[src/rtl/vhg_pkg.sv]
package vhg_pkg;
  localparam int unsigned PAGE_SHIFT    = 12;
  localparam int unsigned SEG_SHIFT_S   = 28;  // 256 MB
  localparam int unsigned SEG_SHIFT_L   = 40;  // 1 TB
  localparam int unsigned MIX_SHIFT_L   = 25;
  localparam int unsigned IDX_W_S       = SEG_SHIFT_S - PAGE_SHIFT;
  localparam int unsigned IDX_W_L       = SEG_SHIFT_L - PAGE_SHIFT;
  localparam int unsigned PS_W          = 6;
  localparam int unsigned SH_W          = 4;
  localparam int unsigned N_LEGAL       = 3;
  localparam int unsigned LEGAL_PS [N_LEGAL] = '{12, 16, 24};

  typedef enum logic {SEG_256M = 1'b0, SEG_1T = 1'b1} seg_e;
endpackage

[src/rtl/vhg_vpn_build.sv]
module vhg_vpn_build
  import vhg_pkg::*;
#(
  parameter int unsigned VSID_W = 52,
  parameter int unsigned EA_W   = 64,
  parameter int unsigned VPN_W  = 64
) (
  input  logic [VSID_W-1:0] vsid_i,
  input  logic [EA_W-1:0]   ea_i,
  input  seg_e              seg_i,
  output logic [VPN_W-1:0]  vpn_o
);
  logic [VPN_W-1:0] vsid_ext;
  logic [VPN_W-1:0] idx_s, idx_l;
  logic             unused_ea;

  assign vsid_ext  = VPN_W'(vsid_i);
  assign idx_s     = VPN_W'(ea_i[SEG_SHIFT_S-1:PAGE_SHIFT]);
  assign idx_l     = VPN_W'(ea_i[SEG_SHIFT_L-1:PAGE_SHIFT]);
  assign unused_ea = ^{ea_i[EA_W-1:SEG_SHIFT_L], ea_i[PAGE_SHIFT-1:0]};

  always_comb begin
    if (seg_i == SEG_1T) vpn_o = (vsid_ext << IDX_W_L) | idx_l;
    else                 vpn_o = (vsid_ext << IDX_W_S) | idx_s;
  end
endmodule

[src/rtl/vhg_shift_check.sv]
module vhg_shift_check
  import vhg_pkg::*;
(
  input  logic [PS_W-1:0] pshift_i,
  output logic [SH_W-1:0] sh_o,
  output logic            bad_o
);
  logic [N_LEGAL-1:0] hit;

  for (genvar g = 0; g < N_LEGAL; g++) begin : g_legal
    assign hit[g] = (pshift_i == PS_W'(LEGAL_PS[g]));
  end

  assign bad_o = ~|hit;
  // Illegal shifts decode to 0; the hash is forced to zero downstream.
  assign sh_o  = bad_o ? '0 : SH_W'(pshift_i - PS_W'(PAGE_SHIFT));
endmodule

[src/rtl/vhg_hash_fold.sv]
module vhg_hash_fold
  import vhg_pkg::*;
#(
  parameter int unsigned VPN_W  = 64,
  parameter int unsigned HASH_W = 39
) (
  input  logic [VPN_W-1:0]  vpn_i,
  input  seg_e              seg_i,
  input  logic [SH_W-1:0]   sh_i,
  input  logic              bad_i,
  output logic [HASH_W-1:0] hash_o
);
  logic [VPN_W-1:0] seg_s, seg_l, mix_l;
  logic [VPN_W-1:0] pg_s, pg_l;
  logic [VPN_W-1:0] fold;

  assign seg_s = vpn_i >> IDX_W_S;
  assign seg_l = vpn_i >> IDX_W_L;
  assign mix_l = seg_l ^ (seg_l << MIX_SHIFT_L);
  assign pg_s  = VPN_W'(vpn_i[IDX_W_S-1:0]) >> sh_i;
  assign pg_l  = VPN_W'(vpn_i[IDX_W_L-1:0]) >> sh_i;

  always_comb begin
    if (seg_i == SEG_1T) fold = mix_l ^ pg_l;
    else                 fold = seg_s ^ pg_s;
  end

  assign hash_o = bad_i ? '0 : HASH_W'(fold);
endmodule

[src/rtl/vpn_hash_gen.sv]
module vpn_hash_gen
  import vhg_pkg::*;
#(
  parameter int unsigned VSID_W = 52,
  parameter int unsigned EA_W   = 64,
  parameter int unsigned VPN_W  = 64,
  parameter int unsigned HASH_W = 39
) (
  input  logic              clk_i,
  input  logic              rst_ni,
  input  logic              valid_i,
  input  logic [VSID_W-1:0] vsid_i,
  input  logic [EA_W-1:0]   ea_i,
  input  logic              seg_1t_i,
  input  logic [PS_W-1:0]   pshift_i,
  output logic              valid_o,
  output logic [VPN_W-1:0]  vpn_o,
  output logic [HASH_W-1:0] hash_o,
  output logic              err_o
);
  seg_e              seg;
  logic [VPN_W-1:0]  vpn_d;
  logic [HASH_W-1:0] hash_d;
  logic [SH_W-1:0]   sh;
  logic              bad;

  assign seg = seg_e'(seg_1t_i);

  vhg_vpn_build #(.VSID_W(VSID_W), .EA_W(EA_W), .VPN_W(VPN_W)) u_vpn (
    .vsid_i(vsid_i), .ea_i(ea_i), .seg_i(seg), .vpn_o(vpn_d)
  );

  vhg_shift_check u_chk (
    .pshift_i(pshift_i), .sh_o(sh), .bad_o(bad)
  );

  vhg_hash_fold #(.VPN_W(VPN_W), .HASH_W(HASH_W)) u_fold (
    .vpn_i(vpn_d), .seg_i(seg), .sh_i(sh), .bad_i(bad), .hash_o(hash_d)
  );

  always_ff @(posedge clk_i or negedge rst_ni) begin
    if (!rst_ni) begin
      valid_o <= 1'b0;
      err_o   <= 1'b0;
      vpn_o   <= '0;
      hash_o  <= '0;
    end else begin
      valid_o <= valid_i;
      err_o   <= valid_i & bad;
      if (valid_i) begin
        vpn_o  <= vpn_d;
        hash_o <= hash_d;
      end
    end
  end

  assert_valid_rise_R7: assert property (@(posedge clk_i) disable iff (!rst_ni)
    valid_i |=> valid_o);
  assert_valid_fall_R7: assert property (@(posedge clk_i) disable iff (!rst_ni)
    !valid_i |=> !valid_o);
  assert_hold_R8: assert property (@(posedge clk_i) disable iff (!rst_ni)
    !valid_i |=> ($stable(vpn_o) && $stable(hash_o)));
  assert_err_zero_R6: assert property (@(posedge clk_i) disable iff (!rst_ni)
    err_o |-> (valid_o && hash_o == '0));
  assert_legal_no_err_R6: assert property (@(posedge clk_i) disable iff (!rst_ni)
    (valid_i && (pshift_i == PS_W'(12) || pshift_i == PS_W'(16) || pshift_i == PS_W'(24)))
    |=> !err_o);
  assert_no_err_idle_R6: assert property (@(posedge clk_i) disable iff (!rst_ni)
    !valid_i |=> !err_o);
endmodule

[config.mk]
export PLATFORM = sky130hd
export DESIGN_NAME = vpn_hash_gen
export DESIGN_NICKNAME = d
export VERILOG_FILES = /design/src/rtl/vhg_pkg.sv /design/src/rtl/vhg_vpn_build.sv /design/src/rtl/vhg_shift_check.sv /design/src/rtl/vhg_hash_fold.sv /design/src/rtl/vpn_hash_gen.sv
export SDC_FILE = /design/constraint.sdc
export NUM_CORES = 1
export LEC_CHECK = 0
export ABC_AREA = 1
export BUFFER_PORTS_ARGS = -buffer_cell sky130_fd_sc_hd__buf_4
export CAP_MARGIN = 40
export CORE_MARGIN = 2
export CORE_UTILIZATION = 49
export CTS_CLUSTER_SIZE = 12
export DETAILED_ROUTE_END_ITERATION = 8
export PLACE_DENSITY = 0.85
export SETUP_SLACK_MARGIN = 0.4
export SKIP_LAST_GASP = 1
export SYNTH_ARGS = -nofsm -noshare
export SYNTH_HDL_FRONTEND = slang
export SYNTH_SLANG_ARGS = --single-unit
export TNS_END_PERCENT = 10
[constraint.sdc]
create_clock -name clk_i -period 0.81 [get_ports clk_i]
set_input_delay 0.081 -clock clk_i [delete_from_list [all_inputs] [get_ports clk_i]]
set_output_delay 0.081 -clock clk_i [all_outputs]
set_load 0.01 [all_outputs]
* Word-level counts from Yosys, hierarchy flattened *
Index checks and enable logic that the tools add are counted.

word-level totals
  register bits after elaboration = 105
  bits in latches = 0
  RAM bits = 0
  ROM bits = 0
  input bits = 126
  output and inout bits = 105
  logic and storage cells = 22
  memories = 0

cells by class
  add/sub/neg operators = 1
  multiply operators = 0
  div/mod/pow operators = 0
  order comparisons = 0
  eq/ne operators = 3
  shift operators = 2
  mux-type cells = 4
  bitwise operators = 6
  reduce and logical (&&, ||, !) cells = 2

operators by type and width
  cell                                                                   count
  39-bit two-way mux                                                     2
  39-bit XOR                                                             2
  64-bit two-way mux                                                     1
  64-bit by 16-bit OR with 64-bit output                                 1
  64-bit by 28-bit OR with 64-bit output                                 1
  16-bit by 4-bit right shift with 39-bit output                         1
  28-bit by 4-bit right shift with 39-bit output                         1
  36-bit by 39-bit XOR with 39-bit output                                1
  6-bit by 5-bit equality test with 1-bit output, second input constant  2
  6-bit by 4-bit equality test with 1-bit output, second input constant  1
  4-bit two-way mux                                                      1
  4-bit subtractor, second input constant                                1
  3-bit OR reduction                                                     1
  1-bit bitwise AND                                                      1
  1-bit zero test                                                        1

* Logic depth before layout (Yosys ltp) *
Gate-level depths: netlist of the first run.

  depth after elaboration = 7
  gate-level depth with buffers = 15
  mapped depth without buffers = 13

* By module *
From an unflattened synthesis of the first run, not the netlist that was laid out.

unflattened totals
  cells, all modules = 1215
  area total of the unflattened synthesis = 7547.2 µm²

by module, submodules not included
  module           times used  cells each  area an instance (µm²)  seq. area each (µm²)
  vpn_hash_gen     1           440         3968.8                  2627.5
  vhg_hash_fold    1           583         2727.6                  0.0
  vhg_vpn_build    1           171         721.9                   0.0
  vhg_shift_check  1           21          128.9                   0.0

* Worst setup path after synthesis of the first run *
No wires, ideal clock.

  path kind = input to register
  start = input pshift_i[2]
  end = register hash_o[12]
  library setup time = 0.117 ns
  data arrival time = 1.626 ns
  required time = 0.693 ns
  setup slack = -0.934 ns
  stages = 12
  path buffers = 3
  path through = inv_1 > clkbuf_1 > ha_1 > nor2_2 > nand2_2 > nand3_4 > buf_6 > buf_6 > o211ai_2 > nand3b_1 > nand3_1 > nand2_1

on the way
  longest elaborated chain between the ends = 7
  elaborated cells on any way between the ends = 12
  those cells by class = 1 x add/sub; 3 x eq/ne; 2 x shift; 3 x mux; 2 x bitwise; 1 x reduce/logical

ends and longest elaborated chain
  item                                                                      RTL line             RTL
  start: declaration                                                        vpn_hash_gen.sv:15   input logic [PS_W-1:0] pshift_i,
  parallel branches: the longest is 6 deep, another holds 4-bit subtractor  -
  39-bit two-way mux (*)                                                    vhg_hash_fold.sv:28  assign hash_o = bad_i ? '0 : HASH_W'(fold);
  end signal: assignment                                                    vpn_hash_gen.sv:52   hash_o <= hash_d;
  end: declaration                                                          vpn_hash_gen.sv:18   output logic [HASH_W-1:0] hash_o,

Every way passes the cells marked *.
A chain may end at the register's enable or synchronous reset.

* Worst setup path after layout of the first run *
  start = input pshift_i[2]
  end = register hash_o[6]

The elaborated chain is that of the path after synthesis.

==> results of run 1 <==
==> area by class of cell <==
class | instances | area, µm²
Clock buffer | 10 | 229.0
Timing Repair Buffer | 298 | 2507
Fill cell | 793 | 2700
Tap cell | 143 | 178.9
Inverter | 52 | 215.2
Clock inverter | 6 | 66.31
Sequential cell | 105 | 2628
Multi-Input combinational cell | 574 | 2894
==> per-layer routing <==
metal	up-vias	part of all wire, %
met5	-	0
met3	119	9.9
li1	3065	-
met2	422	46
met4	0	6.3
met1	3082	38
==> timing repair <==
| item | in CTS | in global routing |
|---|---|---|
| pin swaps | 15 | 2 |
| endpoints found under the hold margin | 110 | 108 |
| buffers inserted | 4 | 2 |
| setup endpoints to repair | 209 | 209 |
| cloned | 3 | 0 |
| resized for setup | 42 | 15 |
==> placed cells by master, fill, tap and decap left out, drive strengths merged <==
master / netlist / final
nand4: 11 / 11
nand3: 79 / 79
inv: 52 / 52
bufbuf: 0 / 1
dfrtp: 105 / 105
o211ai: 2 / 2
clkinvlp: 0 / 1
a31oi: 14 / 14
or2: 8 / 8
ha: 3 / 3
a32o: 1 / 1
clkinv: 0 / 4
o31ai: 1 / 1
a21oi: 9 / 9
bufinv: 0 / 1
xor2: 8 / 8
nor2: 44 / 44
xnor2: 2 / 2
nor3: 2 / 2
a22o: 3 / 3
nand3b: 2 / 2
o21ai: 100 / 100
buf: 24 / 297
o21a: 2 / 2
nand2: 281 / 281
clkbuf: 19 / 10
o21bai: 2 / 2
==> sequential cells by signal, summed over array words and instances (netlist names) <==
signal,flops
valid_o,1
hash_o,39
vpn_o,64
err_o,1
==> worst max-delay path: cells and delay by family <==
kind / cells / cell delay (ns)
adders and majority gates: 1 / 0.21
buffers and inverters: 3 / 0.38
and+or+nand+nor: 10 / 0.90
==> kinds of logic after synthesis <==
| family | after synthesis | share of synthesized area (%) |
|---|---|---|
| AOI/OAI and AO/OA | 134 | 12.84 |
| buffers and inverters | 95 | 7.463 |
| adders and majority gates | 3 | 0.6528 |
| xor gates and xnor gates | 10 | 1.523 |
| and+or+nand+nor | 427 | 31.83 |
| DFF | 105 | 45.69 |
==> power by group <==
part	total [mW]	internal (mW)	switching, mW
Combinational	3.43	1.61	1.82
Clock	4.46	2.42	2.04
Sequential	5.85	5.62	0.228
Total	13.7	9.65	4.09
==> worst paths after layout <==
kind                                         from                endpoint  slack [ns]  depth (start not counted)
setup reg to reg           hash_o[36]$_DFFE_PN0P_  hash_o[36]$_DFFE_PN0P_        0.08                          1
setup / recovery                      pshift_i[2]   hash_o[6]$_DFFE_PN0P_       -0.54                         14
max in group asynchronous                  rst_ni   vpn_o[12]$_DFFE_PN0P_        0.80                          2
min in group clk_i                       ea_i[14]    vpn_o[2]$_DFFE_PN0P_       -0.05                          3
hold reg to reg              vpn_o[2]$_DFFE_PN0P_    vpn_o[2]$_DFFE_PN0P_        0.48                          2
hold / removal                             rst_ni   vpn_o[61]$_DFFE_PN0P_       -0.43                          1
==> results.tsv, run 1 <==
metric	value	unit
crit path max fanout	19	
vias	6688	
core box area	11420	µm²
met1 Usage GRT	42.30	%
CTS Sinks	105	
Max Clk Rate	742.2	MHz
layout cells sized above 1	36.36	%
final setup TNS	-32.61	ns
drc violations	0	
final hold viol count	108	
crit start category	input port	
mapped cell area	5751	µm²
most used cell, CP	nand2_1	
Placed Instance Area	8085	µm²
Root Buffer	clkbuf_16	
number of global-route vias before repair	6596	
final std cells w/o fill	1188	
global-route wire length before repair	33.75	mm
cell area after layout	8718	µm²
final period utilization	166.3	%
post-layout min period	1.347	ns
PortBufs	190	
Place WS	-0.8910	ns
WHS	-0.4258	ns
top cells by area, synth	dfrtp_1, nand2_1, o21ai_0	
cells along the critical path	buf_8, clkinvlp_4, ha_4, nor2_4, nand2_4, nand3_4, buf_12, nand2_1, nand2_1, nand2_1, nand3_1, nand2_1, nand3_1, nand2_1	
# nets final	1169	
Inserted Clock Buffers	9	
Clock Path Buffers	2	
Worst EP required	1.05	ns
Mapped Avg Cell Area	7.430	µm²
met3 Use GR	7.235	%
Synth top area share	45.69	%
ys async rst share	100.0	%
PwrDens	1575	nW/µm²
GRT overflow	0	
overall power	13.73	mW
final setup fails	153	
Die Width	112.3	µm
gr usage total	33.72	%
Slew Limit Fails	0	
unrepaired setup endpoints after global routing	true	
CP max stage delay	0.21	ns
num rows	39	
number of synthesized flops with an enable pin	0	
post-synth net total	903	
GRT busiest layer	met2	
synth unique cells	37	
Synth top cells by count	nand2_1, dfrtp_1, o21ai_0, nand3_1, inv_1	
synth warn	0	
most used flip-flop cell after synthesis	dfrtp_1	
Clock Latency Late Sink	0.35	ns
Rel. slew slack	58.59	%
CTS tree	built	
Detailed Route Iter0 Violations	664	
IO Count	231	
violated checks	hold timing, setup timing	
kind of critical path	in2reg	
vias per cell	5.630	
WL/cell	18.06	µm
CTS HTree Levels	3	
Slowest cell on crit path	ha_4	
initial antenna violation count	0	
Post-Syn Instances	774	
Finished Core Util	76.35	%
Max Cap Violations	0	
critical path arrival	1.59	ns
Seq cells post-synth	105	
drt first pass iters	8	
Clock transition at path regs	0.07	ns
die footprint	12620	µm²
grt met2 use	54.78	%
Hold Path Class	in2async	
LEAKAGE	4.581	nW
clock skew	0	ns
count leader, synth	nand2_1	
Initial Util	50.36	%
Die Y	112.3	µm
Placed Cells	1163	
largest net degree at the start of global routing	38	
leading area contributor after synthesis	dfrtp_1	
sequential share of the synthesized area	45.69	%
Least-Margin Pin Slew	0.6147	ns
status	finished, violations left	
Setup WS post-layout	-0.5374	ns
half-perimeter wire length after placement	15.61	mm
ANT cells	0	
global placer's final weighted congestion	0.9112	
Layout area overhead	51.61	%
critical path capture point type	flop	
peak supply drop	0.001266	V
Detail Route Antenna Nets	0	
final WL	21.45	mm
(Power assumes the default switching activity.)
==> inputs of run 2 (changes only) <==
- MAX_ROUTING_LAYER: not set -> met4
- SLEW_MARGIN: not set -> 5
==> results.tsv, run 2 (synthesized netlist as in run 1, its figures left out) <==
metric	value	unit
global placer's final weighted congestion	0.9375	
initial antenna violation count	0	
ANT cells	0	
Worst Reg-to-Reg Cells	1	
GRT busiest layer	met2	
drc violations	0	
CP top delay family	simple AND/OR/NAND/NOR gates	
Clock Path Buffers	2	
global-route wire length before repair	34.45	mm
grt met2 use	55.30	%
Layout area overhead	54.31	%
WL/cell	18.52	µm
WP buf/inv	4	
CTS Sinks	105	
met1 Usage GRT	44.26	%
LEAKAGE	4.647	nW
final hold viol count	109	
Regs by FF count	vpn_o x64, hash_o x39	
num rows	39	
vias	6793	
number of global-route vias before repair	6633	
IO Count	231	
critical path capture point type	flop	
Clock transition at path regs	0.07	ns
Root Buffer	clkbuf_16	
Inserted Clock Buffers	9	
Worst EP required	1.06	ns
CP max stage delay	0.20	ns
Die Y	112.3	µm
clock skew	0	ns
Slowest cell on crit path	ha_4	
worst r2r src	hash_o[37]$_DFFE_PN0P_	
WHS	-0.4325	ns
met3 Use GR	7.883	%
post-layout min period	1.451	ns
r2r endpoint	hash_o[37]$_DFFE_PN0P_	
Initial Util	50.36	%
Hold Path Class	in2async	
Worst path depth	15	
largest net degree at the start of global routing	36	
Detailed Route Iter0 Violations	701	
cell area after layout	8874	µm²
layout cells sized above 1	38.82	%
CTS HTree Levels	3	
Layout fillers	780	
final std cells w/o fill	1194	
die footprint	12620	µm²
Rel. slew slack	53.53	%
most common cell after layout, fill and taps aside	buf_4	
most used cell, CP	nand2_1	
core box area	11420	µm²
unrepaired setup endpoints after global routing	true	
crit path max fanout	9	
vias per cell	5.689	
CP endpoint	hash_o[6]$_DFFE_PN0P_	
Most flops, register	vpn_o	
# nets final	1176	
Least-Margin Pin Slew	0.6897	ns
critical path arrival	1.70	ns
PortBufs	190	
peak supply drop	0.001213	V
Detail Route Antenna Nets	0	
max reg flops	64	
most frequent cells in the layout	buf_4, nand2_1, dfrtp_1	
CTS tree	built	
Clock Latency Late Sink	0.35	ns
final WL	22.12	mm
final setup fails	164	
kind of critical path	in2reg	
gr usage total	35.56	%
Placed Instance Area	8083	µm²
overall power	13.82	mW
Placed Cells	1166	
half-perimeter wire length after placement	15.78	mm
Max Clk Rate	689.2	MHz
Max Cap Violations	0	
Setup WS post-layout	-0.6410	ns
PwrDens	1557	nW/µm²
GRT overflow	0	
final period utilization	179.1	%
CP startpoint	pshift_i[2]	
Slew Limit Fails	0	
setup slack, reg-to-reg	0.08	ns
Die Width	112.3	µm
cells along the critical path	buf_8, clkinvlp_4, ha_4, nor2_4, nand2_4, nand3_4, buf_4, clkbuf_16, nand2_1, nand2_1, nand2_1, nand3_1, nand2_1, nand3_1, nand2_1	
status	finished, violations left	
crit start category	input port	
drt first pass iters	6	
violated checks	hold timing, setup timing	
-- run 2: layout make-up --
type / count / area, µm² / area share, %
Clock buffer: 9 / 225.2 / 2.538
Inverter: 52 / 215.2 / 2.425
Tap cell: 143 / 178.9 / 2.016
Clock inverter: 6 / 67.56 / 0.7614
Multi-Input combinational cell: 574 / 2995 / 33.76
Sequential cell: 105 / 2628 / 29.61
Timing Repair Buffer: 305 / 2564 / 28.89
-- run 2: layer usage --
| layer | share of wire [%] | up-vias |
|---|---|---|
| li1 | - | 3078 |
| met1 | 38 | 3157 |
| met2 | 47 | 449 |
| met3 | 10 | 109 |
| met4 | 5.4 | 0 |
| met5 | 0 | - |
-- run 2: worst min-delay path by stage --
stage | startpoint | to | slack, ns | cells past startpoint
finish | rst_ni | vpn_o[57]$_DFFE_PN0P_ | -0.43 | 1
CTS | rst_ni | vpn_o[32]$_DFFE_PN0P_ | -0.43 | 1
detailed placement | rst_ni | vpn_o[57]$_DFFE_PN0P_ | -0.05 | 1
global route | rst_ni | vpn_o[57]$_DFFE_PN0P_ | -0.43 | 1
floorplan | rst_ni | err_o$_DFF_PN0_ | -0.21 | 0
global placement | rst_ni | vpn_o[57]$_DFFE_PN0P_ | -0.05 | 1
-- run 2: power by group --
part | total, mW | switching, mW | internal [mW]
combinational | 3.51 | 1.87 | 1.64
sequential | 5.85 | 0.233 | 5.62
clock | 4.45 | 2.05 | 2.40
total | 13.8 | 4.15 | 9.66
-- run 2: per-stage QoR --
stage / worst slack [ns] / utilization, % / setup TNS, ns / hold slack, ns
2_1_floorplan: -0.7040 / - / -32.95 / -0.2146
3_3_place_gp: -0.8654 / 70.79 / -43.75 / -0.05389
3_5_place_dp: -0.8982 / 70.79 / -46.83 / -0.05313
4_1_cts: -0.4612 / 75.71 / -32.10 / -0.4267
5_1_grt: -0.6669 / 77.71 / -41.83 / -0.4264
6_report: -0.6410 / 77.71 / -35.56 / -0.4325
-- run 2: timing repair --
action	in CTS	in global routing
endpoints found under the setup margin	209	209
cloned	3	1
resized for setup	36	49
pin swaps	6	29
hold endpoints to repair	109	108
buffers inserted	5	4
==> inputs of run 3 (changes only) <==
- ABC_CLOCK_PERIOD_IN_PS: not set -> 810
- CORE_UTILIZATION: 49 -> 50
- MAX_ROUTING_LAYER: met4 -> not set
- PLACE_DENSITY: 0.85 -> 0.82
- SYNTH_HIERARCHICAL: not set -> 1
==> results.tsv, run 3 <==
metric	value	unit
Seq cells post-synth	105	
Hold Path Class	in2async	
Post-Syn Instances	1215	
Max Clk Rate	640.3	MHz
gr usage total	36.84	%
mapped cell area	7547	µm²
LEAKAGE	6.127	nW
PwrDens	1457	nW/µm²
max reg flops	64	
Clock Path Buffers	2	
final WL	29.83	mm
top cells by area, synth	dfrtp_1, nand2_1, nand3_1	
Detailed Route Iter0 Violations	1053	
violated checks	hold timing, setup timing	
final setup TNS	-44.07	ns
number of global-route vias before repair	8553	
ANT cells	0	
clock skew	0	ns
Layout area overhead	41.89	%
largest net degree at the start of global routing	106	
synth warn	6	
leading area contributor after synthesis	dfrtp_1	
IO Count	231	
Clock transition at path regs	0.08	ns
core box area	14640	µm²
die footprint	16090	µm²
WHS	-0.4023	ns
Setup WS post-layout	-0.7518	ns
cell area after layout	10710	µm²
Worst EP required	1.07	ns
crit path max fanout	4	
Layout fillers	1214	
Root Buffer	clkbuf_16	
synth unique cells	31	
num rows	44	
unrepaired setup endpoints after global routing	true	
Inserted Clock Buffers	9	
Synth top area share	34.81	%
Placed Cells	1624	
Mapped Avg Cell Area	6.212	µm²
critical path arrival	1.82	ns
critical path capture point type	flop	
sequential share of the synthesized area	34.81	%
layout cells sized above 1	31.57	%
Slowest cell on crit path	nor3_4	
CTS Sinks	105	
status	finished, violations left	
peak supply drop	0.0009653	V
drc violations	0	
ys async rst share	100.0	%
overall power	15.60	mW
kind of critical path	in2reg	
CP startpoint	pshift_i[3]	
Slew Limit Fails	0	
final std cells w/o fill	1657	
Clock Latency Late Sink	0.36	ns
global-route wire length before repair	46.16	mm
# nets final	1597	
CTS HTree Levels	3	
GRT overflow	0	
cells along the critical path	buf_12, ha_4, inv_2, nand2_2, nand3_4, nor3_4, buf_6, buf_6, buf_6, nand3_2, nand2_2, nand2_4, nand3_1, nand2_1, nor2_1, nor2_2, nand2_1, nand2_1	
count leader, synth	nand2_1	
Die Width	126.9	µm
initial antenna violation count	0	
crit start category	input port	
Detail Route Antenna Nets	0	
most used flip-flop cell after synthesis	dfrtp_1	
final period utilization	192.8	%
Most flops, register	vpn_o	
Max Cap Violations	0	
most common cell after layout, fill and taps aside	nand2_1	
final setup fails	162	
Initial Util	51.54	%
worst r2r src	vpn_o[4]$_DFFE_PN0P_	
Placed Instance Area	9861	µm²
PortBufs	190	
WL/cell	18.00	µm
drt first pass iters	6	
Die Y	126.9	µm
post-layout min period	1.562	ns
global placer's final weighted congestion	0.9982	
Regs by FF count	vpn_o x64, hash_o x39	
most frequent cells in the layout	nand2_1, buf_4, dfrtp_1	
CTS tree	built	
half-perimeter wire length after placement	21.89	mm
final hold viol count	114	
CP max stage delay	0.24	ns
Synth top cells by count	nand2_1, nand3_1, dfrtp_1, inv_1, nor2_1	
number of synthesized flops with an enable pin	0	
vias per cell	5.524	
vias	9153	
[run 3: cell count changes in the layout (fill, tap and decap cells not counted), sizes merged, moves of 3 or more]
cell,change
nand3,+69
o211ai,+3
buf,+25
xor2,-7
o21ai,-66
a31oi,-14
nand4,-8
nor3,+4
inv,+5
nand2,+386
a22o,-3
a21oi,+30
a211oi,+4
[run 3: critical path, delay by kind of cell]
kind | cells | cell delay (ns)
adder cells (fa/ha/maj) | 1 | 0.13
buffers and inverters | 5 | 0.51
AND/OR/NAND/NOR | 12 | 1.08
[run 3: metal layers]
layer	vias to the layer above	global-route usage, %	share of wire, %
met3	88	5.736	9.7
met2	512	61.99	48
li1	4303	-	-
met1	4250	46.84	38
met4	0	16.74	4.3
met5	-	0	0
[run 3: per-stage QoR]
step	setup WS [ns]	utilization, %
after CTS	-0.6901	71.80
after global routing	-0.8701	73.13
after detailed placement	-1.228	67.34
after global placement	-1.203	67.34
final	-0.7518	73.13
after floorplan	-0.7196	-
[run 3: repair_timing]
item / in CTS / in global routing
endpoints found under the setup margin: 209 / 209
endpoints found under the hold margin: 114 / 114
pin swaps: 35 / 24
gates cloned: 1 / 1
setup buffers: 11 / 4
gates resized for setup: 57 / 36
[run 3: cells by family (layout without fill, tap and decap cells)]
group           count (synthesis)  after routing  synth area share (%)
fa+ha+maj                       3              3                0.4974
flops                         105            105                 34.81
compound gates                 82             82                 5.736
buf+inv                       142            399                 10.76
simple gates                  877            877                 47.56
xor+xnor                        5              5                0.5802
other cells                     1              2               0.04969
[run 3: power breakdown]
part | internal, mW | leakage [nW] | switching [mW]
clock | 2.47 | 0.150 | 2.26
combinational | 2.12 | 4.62 | 2.90
sequential | 5.61 | 1.35 | 0.233
total | 10.2 | 6.13 | 5.39
[run 3: cell type report]
class / instances / area, µm² / area share, %
clock buffer: 9 / 225.2 / 2.103
clock inverter: 7 / 86.33 / 0.8062
inverter: 54 / 237.7 / 2.220
multi-input combinational: 969 / 4531 / 42.31
sequential: 105 / 2628 / 24.54
tap: 184 / 230.2 / 2.150
timing repair buffer: 329 / 2771 / 25.88
[run 3: path summary, 6_finish.rpt]
path	to	slack, ns	cells past startpoint
worst min-delay path	vpn_o[52]$_DFFE_PN0P_	-0.40	1
min in group clk_i	vpn_o[0]$_DFFE_PN0P_	-0.07	3
worst min register to register	hash_o[30]$_DFFE_PN0P_	0.48	2
worst max register to register	vpn_o[4]$_DFFE_PN0P_	0.14	2
worst max-delay path	hash_o[6]$_DFFE_PN0P_	-0.75	18
max in group asynchronous	hash_o[26]$_DFFE_PN0P_	0.73	2
